===== config.mk =====
export PLATFORM = sky130hd
export DESIGN_NAME = irq_bank
export DESIGN_NICKNAME = d
export VERILOG_FILES = /design/src/rtl/irq_bank_pkg.sv /design/src/rtl/irq_bank_decode.sv /design/src/rtl/irq_status_bank.sv /design/src/rtl/irq_enable_reg.sv /design/src/rtl/irq_line_reg.sv /design/src/rtl/irq_bank.sv
export SDC_FILE = /design/constraint.sdc
export NUM_CORES = 1
export LEC_CHECK = 0
export ABC_AREA = 1
export BUFFER_PORTS_ARGS = -buffer_cell sky130_fd_sc_hd__buf_4
export CORE_MARGIN = 1.5
export CORE_UTILIZATION = 35
export CTS_BUF_LIST = sky130_fd_sc_hd__clkbuf_4
export CTS_CLUSTER_SIZE = 16
export DETAILED_ROUTE_END_ITERATION = 10
export GPL_TIMING_DRIVEN = 1
export PLACE_DENSITY = 0.83
export SLEW_MARGIN = 10
export SYNTH_ARGS = -nofsm -noshare
export SYNTH_HDL_FRONTEND = slang
export SYNTH_SLANG_ARGS = --single-unit
export TNS_END_PERCENT = 10

===== constraint.sdc =====
create_clock -name clk -period 1.15 [get_ports clk]
set_input_delay 0.2875 -clock clk [delete_from_list [all_inputs] [get_ports clk]]
set_output_delay 0.2875 -clock clk [all_outputs]
set_load 0.02 [all_outputs]

===== src/rtl/irq_bank_pkg.sv =====
package irq_bank_pkg;

    localparam int unsigned REG_W      = 32;
    localparam int unsigned STATUS_OFS = 0;
    localparam int unsigned ENABLE_OFS = 4;

    typedef enum logic [1:0] {
        SEL_NONE,
        SEL_STATUS,
        SEL_ENABLE
    } reg_sel_e;

    typedef struct packed {
        logic             wr_status;
        logic             wr_enable;
        logic [REG_W-1:0] data;
    } wr_req_t;

    // Bits n..1 counted from the MSB are implemented.
    function automatic logic [REG_W-1:0] impl_mask(int unsigned n);
        logic [REG_W-1:0] m;
        m = '0;
        for (int unsigned i = 0; i < REG_W; i++) begin
            if (i + n >= REG_W) m[i] = 1'b1;
        end
        return m;
    endfunction

endpackage


===== src/rtl/irq_bank_decode.sv =====
module irq_bank_decode
    import irq_bank_pkg::*;
#(
    parameter int unsigned ADDR_W = 8
) (
    input  logic              wr_en,
    input  logic [ADDR_W-1:0] addr,
    input  logic [REG_W-1:0]  wdata,
    output reg_sel_e          sel,
    output wr_req_t           req
);

    always_comb begin
        if (addr == ADDR_W'(STATUS_OFS))      sel = SEL_STATUS;
        else if (addr == ADDR_W'(ENABLE_OFS)) sel = SEL_ENABLE;
        else                                  sel = SEL_NONE;
    end

    always_comb begin
        req.wr_status = wr_en && (sel == SEL_STATUS);
        req.wr_enable = wr_en && (sel == SEL_ENABLE);
        req.data      = wdata;
    end

endmodule


===== src/rtl/irq_status_bank.sv =====
module irq_status_bank
    import irq_bank_pkg::*;
#(
    parameter int unsigned      NUM_BITS    = 8,
    parameter logic [REG_W-1:0] STATUS_INIT = '0,
    parameter logic [REG_W-1:0] STICKY      = '0
) (
    input  logic             clk,
    input  logic             rst,
    input  wr_req_t          req,
    input  logic [REG_W-1:0] evt_in,
    output logic [REG_W-1:0] status_q
);

    localparam logic [REG_W-1:0] IMPL = impl_mask(NUM_BITS);

    for (genvar i = 0; i < REG_W; i++) begin : g_bit
        if (IMPL[i]) begin : g_impl
            logic bit_q;
            logic toggle;

            assign toggle = req.wr_status && req.data[i];

            always_ff @(posedge clk) begin
                if (rst) begin
                    bit_q <= STATUS_INIT[i];
                end else if (evt_in[i]) begin
                    bit_q <= 1'b1;
                end else if (toggle) begin
                    if (!(STICKY[i] && bit_q)) bit_q <= ~bit_q;
                end
            end

            assign status_q[i] = bit_q;
        end else begin : g_none
            assign status_q[i] = 1'b0;
        end
    end

endmodule


===== src/rtl/irq_enable_reg.sv =====
module irq_enable_reg
    import irq_bank_pkg::*;
#(
    parameter int unsigned NUM_BITS = 8
) (
    input  logic             clk,
    input  logic             rst,
    input  wr_req_t          req,
    output logic [REG_W-1:0] enable_q
);

    localparam logic [REG_W-1:0] IMPL = impl_mask(NUM_BITS);

    always_ff @(posedge clk) begin
        if (rst)                enable_q <= '0;
        else if (req.wr_enable) enable_q <= req.data & IMPL;
    end

endmodule


===== src/rtl/irq_line_reg.sv =====
module irq_line_reg
    import irq_bank_pkg::*;
(
    input  logic             clk,
    input  logic             rst,
    input  logic [REG_W-1:0] status_q,
    input  logic [REG_W-1:0] enable_q,
    output logic             irq
);

    always_ff @(posedge clk) begin
        if (rst) irq <= 1'b0;
        else     irq <= |(status_q & enable_q);
    end

endmodule


===== src/rtl/irq_bank.sv =====
module irq_bank
    import irq_bank_pkg::*;
#(
    parameter int unsigned      NUM_BITS    = 8,
    parameter int unsigned      ADDR_W      = 8,
    parameter logic [REG_W-1:0] STATUS_INIT = '0,
    parameter logic [REG_W-1:0] STICKY      = '0
) (
    input  logic              clk,
    input  logic              rst,
    input  logic              wr_en,
    input  logic [ADDR_W-1:0] addr,
    input  logic [REG_W-1:0]  wdata,
    output logic [REG_W-1:0]  rdata,
    input  logic [REG_W-1:0]  evt_in,
    output logic              irq
);

    reg_sel_e         sel;
    wr_req_t          req;
    logic [REG_W-1:0] status_q;
    logic [REG_W-1:0] enable_q;

    irq_bank_decode #(.ADDR_W(ADDR_W)) u_decode (
        .wr_en (wr_en),
        .addr  (addr),
        .wdata (wdata),
        .sel   (sel),
        .req   (req)
    );

    irq_status_bank #(
        .NUM_BITS    (NUM_BITS),
        .STATUS_INIT (STATUS_INIT),
        .STICKY      (STICKY)
    ) u_status (
        .clk      (clk),
        .rst      (rst),
        .req      (req),
        .evt_in   (evt_in),
        .status_q (status_q)
    );

    irq_enable_reg #(.NUM_BITS(NUM_BITS)) u_enable (
        .clk      (clk),
        .rst      (rst),
        .req      (req),
        .enable_q (enable_q)
    );

    irq_line_reg u_line (
        .clk      (clk),
        .rst      (rst),
        .status_q (status_q),
        .enable_q (enable_q),
        .irq      (irq)
    );

    always_comb begin
        unique case (sel)
            SEL_STATUS: rdata = status_q;
            SEL_ENABLE: rdata = enable_q;
            default:    rdata = '0;
        endcase
    end

endmodule


Yosys cells after proc, flatten, opt, wreduce, memory -nomap -nowiden:

Index checks and enable logic that the tools add are counted.
W data, S select, Z words.

* memory bits (read-only): 0
* memories: 0
* word-level logic and storage cells: 61
* flip-flop bits (word level): 17
* output and inout port bits: 33
* memory bits (writable): 0
* latch bits: 0
* bits of input ports: 75

* reductions and logical operators: 20
* order comparisons: 0
* multiplexer cells: 19
* shift-type cells: 0
* add/sub/neg operators: 0
* eq/ne operators: 3
* bitwise operators: 9
* multipliers: 0
* div/mod/pow operators: 0

Operator list (number)
* $pmux W32 S2: 1
* $and A32 B32 Y32: 1
* $reduce_or A32 Y1: 1
* $mux W1: 16
* $reduce_bool A2 Y1: 8
* $logic_and A1 B1 Y1: 10
* $eq A8 B3 Y1 const B: 1
* $logic_not A8 Y1: 1
* $not A1 Y1: 8
* $mux W2: 2
* $eq A2 B1 Y1 const B: 1
* $eq A2 B2 Y1 const B: 1

Depth between registers and ports, before layout:

Gate-level depths: netlist (run 1).

* word-level depth: 8
* mapped depth: 9
* depth with buffers taken out: 8

By module:

A second synthesis (run 1) with hierarchy kept.

* cells, all modules: 399
* area, all modules: 2366.0 um^2

By module, submodules not included
* irq_status_bank: cells each 99, instances 1, area an instance 659.4 um^2
* irq_bank: cells each 109, instances 1, area an instance 608.1 um^2
* irq_enable_reg: cells each 76, instances 1, area an instance 525.5 um^2
* irq_bank_decode: cells each 51, instances 1, area an instance 315.3 um^2
* irq_line_reg: cells each 64, instances 1, area an instance 257.7 um^2

Worst setup path before layout (run 1):

OpenSTA, ideal clock, no wires.

* path kind: input -> output
* start: input port addr[7]
* end: output port rdata[24]
* stages on the path: 5
* data required time: 863 ps
* setup slack: -231 ps
* arrival: 1093 ps
* cell sequence: nor2_2 -> nand2_4 -> nor2_8 -> inv_2 -> o21ai_1

* word-level cells in the longest chain between the ends: 5
* elaborated cells on any way between the ends: 7
* classes of those cells: 3 x eq/ne; 3 x mux; 1 x reduce/logical

RTL lines
* start, declared: RTL line irq_bank.sv:12 `input logic [ADDR_W-1:0] addr,`
* $eq A8 B3 Y1: RTL line irq_bank_decode.sv:15 `else if (addr == ADDR_W'(ENABLE_OFS)) sel = SEL_ENABLE;`
* $mux W2: RTL line irq_bank_decode.sv:15
* $mux W2 (*): RTL line irq_bank_decode.sv:14 `if (addr == ADDR_W'(STATUS_OFS)) sel = SEL_STATUS;`
* $eq A2 B2 Y1 / $eq A2 B1 Y1 (equally long branches): RTL line irq_bank.sv:60 `unique case (sel)`
* $pmux W32 S2 (*): RTL line irq_bank.sv:60
* end, declared: RTL line irq_bank.sv:14 `output logic [REG_W-1:0] rdata,`

Mark *: on every way between the ends. The rest lies on a longest branch, timed or not.

Final worst setup path (run 1):

* start: input port addr[7]
* end: output port rdata[27]

Same word-level chain as after synthesis.

==> run metrics, run 1 <==
hold_sp rst; buffers plus inverters on the worst setup path 3; Final WS setup -0.298 ns; Sum Neg Setup Slack -2.41 ns; failing checks setup timing; Final Hold Fails 0; Routed Antenna Nets 0; total of max-cap violations 0; GPL Wtd Cong ~0.76; GRT overflow 0; wire length per cell between 10 and 15 um; CTS tree built; # hold bufs at CTS 0; vias per cell 4.48; largest net degree at the start of global routing 22; die area about 0.0038 sq mm; FMAX 691 MHz; layout cells sized above 1 between 30% and 40%; Initial Utilization roughly 38%; Cell variety after synth 20; Avg Synthesized Cell Area 6.98 sq um; drc violations 0; Max stage delay on crit path around 0.18 ns; switch share 30.6%; TritonCTS Buffers 3; core area between 0.003 and 0.004 sq mm; CTS Sinks 17; Rows 20; Area Overhead vs Synth 42.3%; WHS Endpoint u_line.irq$_SDFF_PP0_; Clock Root Buffer clkbuf_4; crit path max-delay cell type nor2_8; Startpoint Class primary input; Tmin final 1.45 ns; Comb pwr share between 20% and 30%; sequential-to-total area share from yosys stat approximately 29%; DP Worst Slack -0.436 ns; I/O Pins 108; PortBufs 35; synth warn 0; fill cell count approximately 300; critical path type primary input to output pin; worst-path fanout max 7; clk buf depth 2; clock-pin slew on the worst setup and hold paths ~0.1 ns; hpwl dp 2040 um; Mapped Cells 170; RR Endpoint u_line.irq$_SDFF_PP0_; maximum vdd drop about 0.35 mV; pwr/cell area 746 mW/mm^2; worst r2r path cells 4; WP data arrival around 1.2 ns; Mapped Area 0.00119 sq mm; aggregate global-route resource usage 16.2%; Worst Hold Class primary input to register; global-route wire length before repair between 4000 and 5000 um; Worst Clk Skew between 0.001 and 0.0015 ns; clk_lat worst skew just under 0.3 ns; die height about 60 um; sequential power share 50.2%; Post-Route WL roughly 2800 um; cells along the critical path buf_4 > nor2_4 > nand2_4 > nor2_8 > buf_12 > a22o_4 > buf_6; drt first pass iters 4; Yosys reg bits 17; NetSw approximately 0.39 mW; post-layout util 54.0%; worst hold slack around 0.19 ns; Die W between 60 and 70 um; Hold Crit Depth 2; initial antenna violation count 0; CP startpoint addr[7]; Slew Limit Fails 0; Setup crit end kind output pin; worst r2r src u_status.g_bit[31].g_impl.bit_q$_SDFFE_PP0P_; vias in the first global route around 1100; Int Pwr 0.874 mW; Final Cycle Share 126%; Leak 0.887 nW; RSZ-0062 raised after global routing true; WP data required 0.86 ns; # setup viols final 14; H-tree Lvls 1; Clk pwr share approximately 28%; DR vias 1160; status finished with violations; nets@finish 291; n_diodes 0; CP delay by family, top simple AND/OR/NAND/NOR gates; initial DRC count 38; reg-to-reg slack, setup between 0.2 and 0.25 ns
==> placed cells by master (no fill, tap or decap), types with 3 or more instances in the layout <==
| cell | netlist | final |
|---|---|---|
| buf_4 | 24 | 33 |
| inv_1 | 30 | 30 |
| nand2_1 | 31 | 30 |
| conb_1 | 1 | 24 |
| nand3_1 | 20 | 18 |
| dfxtp_1 | 17 | 17 |
| buf_6 | 3 | 13 |
| a21oi_1 | 9 | 9 |
| nand4_1 | 8 | 8 |
| nor2_4 | 0 | 5 |
| o21ai_4 | 0 | 4 |
| a22o_4 | 0 | 4 |
| o21ai_1 | 8 | 4 |
| clkbuf_4 | 0 | 4 |
| nand2_4 | 2 | 3 |
==> per-layer routing <==
metal / wire length [um] / global-route usage (%)
met5: 0 / 0
met4: 38 / 6.21
met3: 127 / 2.94
met2: 1450 / 28.7
met1: 1220 / 19.4
==> synthesized netlist by cell type, drive strengths merged <==
cell type,count,share of area (%)
conb,1,0.32
a221oi,2,1.5
nand4,8,4.2
clkbuf,1,0.32
inv,31,9.8
nor2,6,5.3
buf,29,19
dfxtp,17,29
o21ai,8,3.4
nand3,21,9.3
nand2,33,12
a22o,4,3.0
a21oi,9,3.8
==> area by class of cell <==
cell class | instances | area (sq um) | area share [%]
Multi-Input combinational cell | 116 | 728 | 43.1
Clock buffer | 4 | 30.0 | 1.78
Sequential cell | 17 | 340 | 20.1
Tap cell | 44 | 55.1 | 3.26
Inverter | 31 | 121 | 7.19
Timing Repair Buffer | 47 | 414 | 24.5
==> registers in the layout, summed over array words and instances, names as in the netlist <==
signal                       count
u_line.irq                       1
u_status.g_bit.g_impl.bit_q      8
u_enable.enable_q                8
==> power by group through the flow <==
stage	clock network (mW)	logic, mW	registers [mW]
floorplan	0	0.212	0.640
global placement	0	0.247	0.645
detailed placement	0	0.253	0.645
CTS	0.356	0.271	0.632
global route	0.376	0.302	0.636
finish	0.350	0.278	0.632
==> through the flow <==
stage	instance area, sq um	power (mW)	cells
after global placement	1530	0.892	250
after CTS	1670	1.26	259
after global routing	1690	1.31	259
after detailed placement	1530	0.898	250
final	1690	1.26	259
after floorplan	1370	0.852	193
==> logic make-up after synthesis <==
group	count (synthesis)	synth area share (%)
buf+inv	61	29.0
compound gates	23	11.6
flops	17	28.7
simple gates	68	30.5
other cells	1	0.316
==> what timing repair did <==
action,in CTS,in global routing
gates cloned,1,0
pin swaps,9,0
gates resized for setup,16,5
setup buffers,4,0
endpoints found under the setup margin,13,15
==> worst max path at each step <==
| stage | to | slack [ns] | cells past startpoint |
|---|---|---|---|
| floorplan | rdata[24] | -0.14 | 5 |
| global placement | rdata[24] | -0.39 | 7 |
| detailed placement | rdata[28] | -0.44 | 7 |
| CTS | rdata[27] | -0.31 | 7 |
| global route | rdata[27] | -0.34 | 7 |
| finish | rdata[27] | -0.30 | 7 |
==> worst register-to-register path, delay by kind of cell, from the launching register on <==
family,cells,cell delay (ns)
AOI/OAI and AO/OA,2,0.33
and+or+nand+nor,2,0.14
DFF,1,0.35
No activity file was read; power rests on OpenSTA's default activity.
==> inputs of run 2 (changes only) <==
Settings changed: ABC_AREA 1 to not set.
==> run metrics, run 2 <==
die height 61.9 um; die area about 0.0038 sq mm; wire length per cell roughly 11 um; critical path type primary input to output pin; commonest non-fill, non-tap cell in the layout buf_4; Final WS setup -0.888 ns; # hold bufs at CTS 0; aggregate global-route resource usage about 14%; most frequent cells in the layout 33 x buf_4, 24 x nand2b_1, 24 x conb_1, 17 x dfxtp_1, 16 x mux2i_1; total setup buffers inserted after CTS 0; Cell variety after synth 20; post-synth top area cell dfxtp_1; main combinational cell family by area after synthesis simple AND/OR/NAND/NOR gates; H-tree Lvls 1; pwr/cell area roughly 770 mW/mm^2; post-layout util 49.2%; Mapped Cells about 140; drt first pass iters 4; WP data arrival 1.75 ns; commonest cells in the netlist 24 x buf_4, 24 x nand2b_1, 17 x dfxtp_1, 17 x nor2_1, 16 x mux2i_1; PortBufs 35; FMAX around 490 MHz; Routed Antenna Nets 0; Sum Neg Setup Slack -11.77 ns; Leak around 0.72 nW; post-route cell area 0.00164 sq mm; vias per cell about 4.5; Rows 21; Worst Hold Class primary input to register; clk buf depth 2; largest net degree at the start of global routing 26; biggest regs u_enable.enable_q: 8 flops, u_status.g_bit.g_impl.bit_q: 8 flops, u_line.irq: 1 flops; DP Worst Slack -0.934 ns; initial antenna violation count 0; Startpoint Class primary input; status finished with violations; post-synthesis simple-gate area fraction about a quarter; sequential-to-total area share from yosys stat approximately 28%; Non-Filler Instances between 200 and 250; vias in the first global route slightly above 900; Synth Area in Adders 0%; hpwl dp ~1900 um; Synth area leaders dfxtp_1 28%, buf_4 15%, mux2i_1 13%; met2 WL roughly 1400 um; Mapped Area ~0.0012 sq mm; GPL Wtd Cong 0.706; buffers plus inverters on the worst setup path 3; Post-Route WL roughly 2600 um; CP delay by family, top simple AND/OR/NAND/NOR gates; Met1 Routed Length approximately 1100 um; drc violations 0; DR vias 1015; Final Cycle Share 177%; ys async rst share 0%; worst-path fanout max 8; Initial Utilization 36.3%; crit path max-delay cell type or4_4; total of max-cap violations 0; Setup crit end kind output pin; met3 WL about 120 um; TritonCTS Buffers 3; Yosys top cell area share between 20% and 30%; layout cells sized above 1 between 30 and 40%; clk_lat worst skew roughly 0.29 ns; CTS Sinks 17; Clock Root Buffer clkbuf_4; maximum vdd drop roughly 0.29 mV; worst hold slack approximately 0.25 ns; global-route wire length before repair around 4000 um; Tmin final 2.04 ns; EDFF count, synth 0; DR top layer met4; placed cell count around 220; CTS tree built; total power draw 1.26 mW; Area after DPL between 0.0015 and 0.002 sq mm; RSZ-0062 raised after global routing true; n_diodes 0; post-synthesis mux area share between 10% and 20%; Synth Area in Compound Gates 13.9%; failing checks setup timing; synth warn 0; GRT overflow 0; Main synth FF type dfxtp_1; Synth Area in XOR/XNOR 0%; I/O Pins about 110; nets@finish between 200 and 300; Final Hold Fails 0; Yosys reg bits 17; Avg Synthesized Cell Area 8.60 sq um; Area Overhead vs Synth 35.4%; Max stage delay on crit path between 0.5 and 0.6 ns; core area ~0.0033 sq mm; clock-pin slew on the worst setup and hold paths around 0.11 ns; # setup viols final 24; cells along the critical path buf_6 > or4_4 > or4_4 > buf_12 > nor2_4 > buf_6; initial DRC count 33; Worst Clk Skew 0.0101 ns; Slew Limit Fails 0; WP data required 0.86 ns; Die W 61.9 um
==> run 2: power by group <==
part | switching, mW | internal, mW | leakage (nW)
Combinational | 0.165 | 0.138 | 0.563
Sequential | 0.0196 | 0.609 | 0.140
Clock | 0.195 | 0.129 | 0.0177
==> run 2: cell type report <==
cell class / count / area (sq um)
multi-input combinational: 114 / 821
inverter: 1 / 3.75
fill: 337 / 1700
clock inverter: 1 / 5.00
sequential: 17 / 340
timing repair buffer: 45 / 392
tap: 46 / 57.6
clock buffer: 3 / 22.5
==> run 2: cells by family after synthesis <==
logic type / Yosys count
simple gates: 53
buf+inv: 33
flops: 17
mux: 16
compound gates: 21
other cells: 1
==> run 2: final timing paths <==
path	from	endpoint	slack, ns	cells past startpoint
min	wdata[25]	u_enable.enable_q[25]$_SDFFE_PP0P_	0.25	3
max	addr[5]	rdata[28]	-0.89	6
max reg2reg	u_status.g_bit[25].g_impl.bit_q$_SDFFE_PP0P_	u_status.g_bit[25].g_impl.bit_q$_SDFFE_PP0P_	0.26	2
min reg2reg	u_enable.enable_q[31]$_SDFFE_PP0P_	u_enable.enable_q[31]$_SDFFE_PP0P_	0.50	2
==> run 2: what timing repair did <==
action	CTS	global route
setup endpoints to repair	24	24
resized for setup	18	3
hold endpoints to repair	0	0
pin swaps	1	0
==> run 2: worst register-to-register path, cell delays in order, from the launching register on <==
cell	delay, ns
dfxtp_1	0.40
nor3b_1	0.27
a211oi_2	0.11
==> run 2: metal layers <==
metal,vias up,GRT usage (%)
li1,523,-
met1,457,16.2
met2,31,26.2
met3,4,2.48
met4,0,3.65
met5,-,0
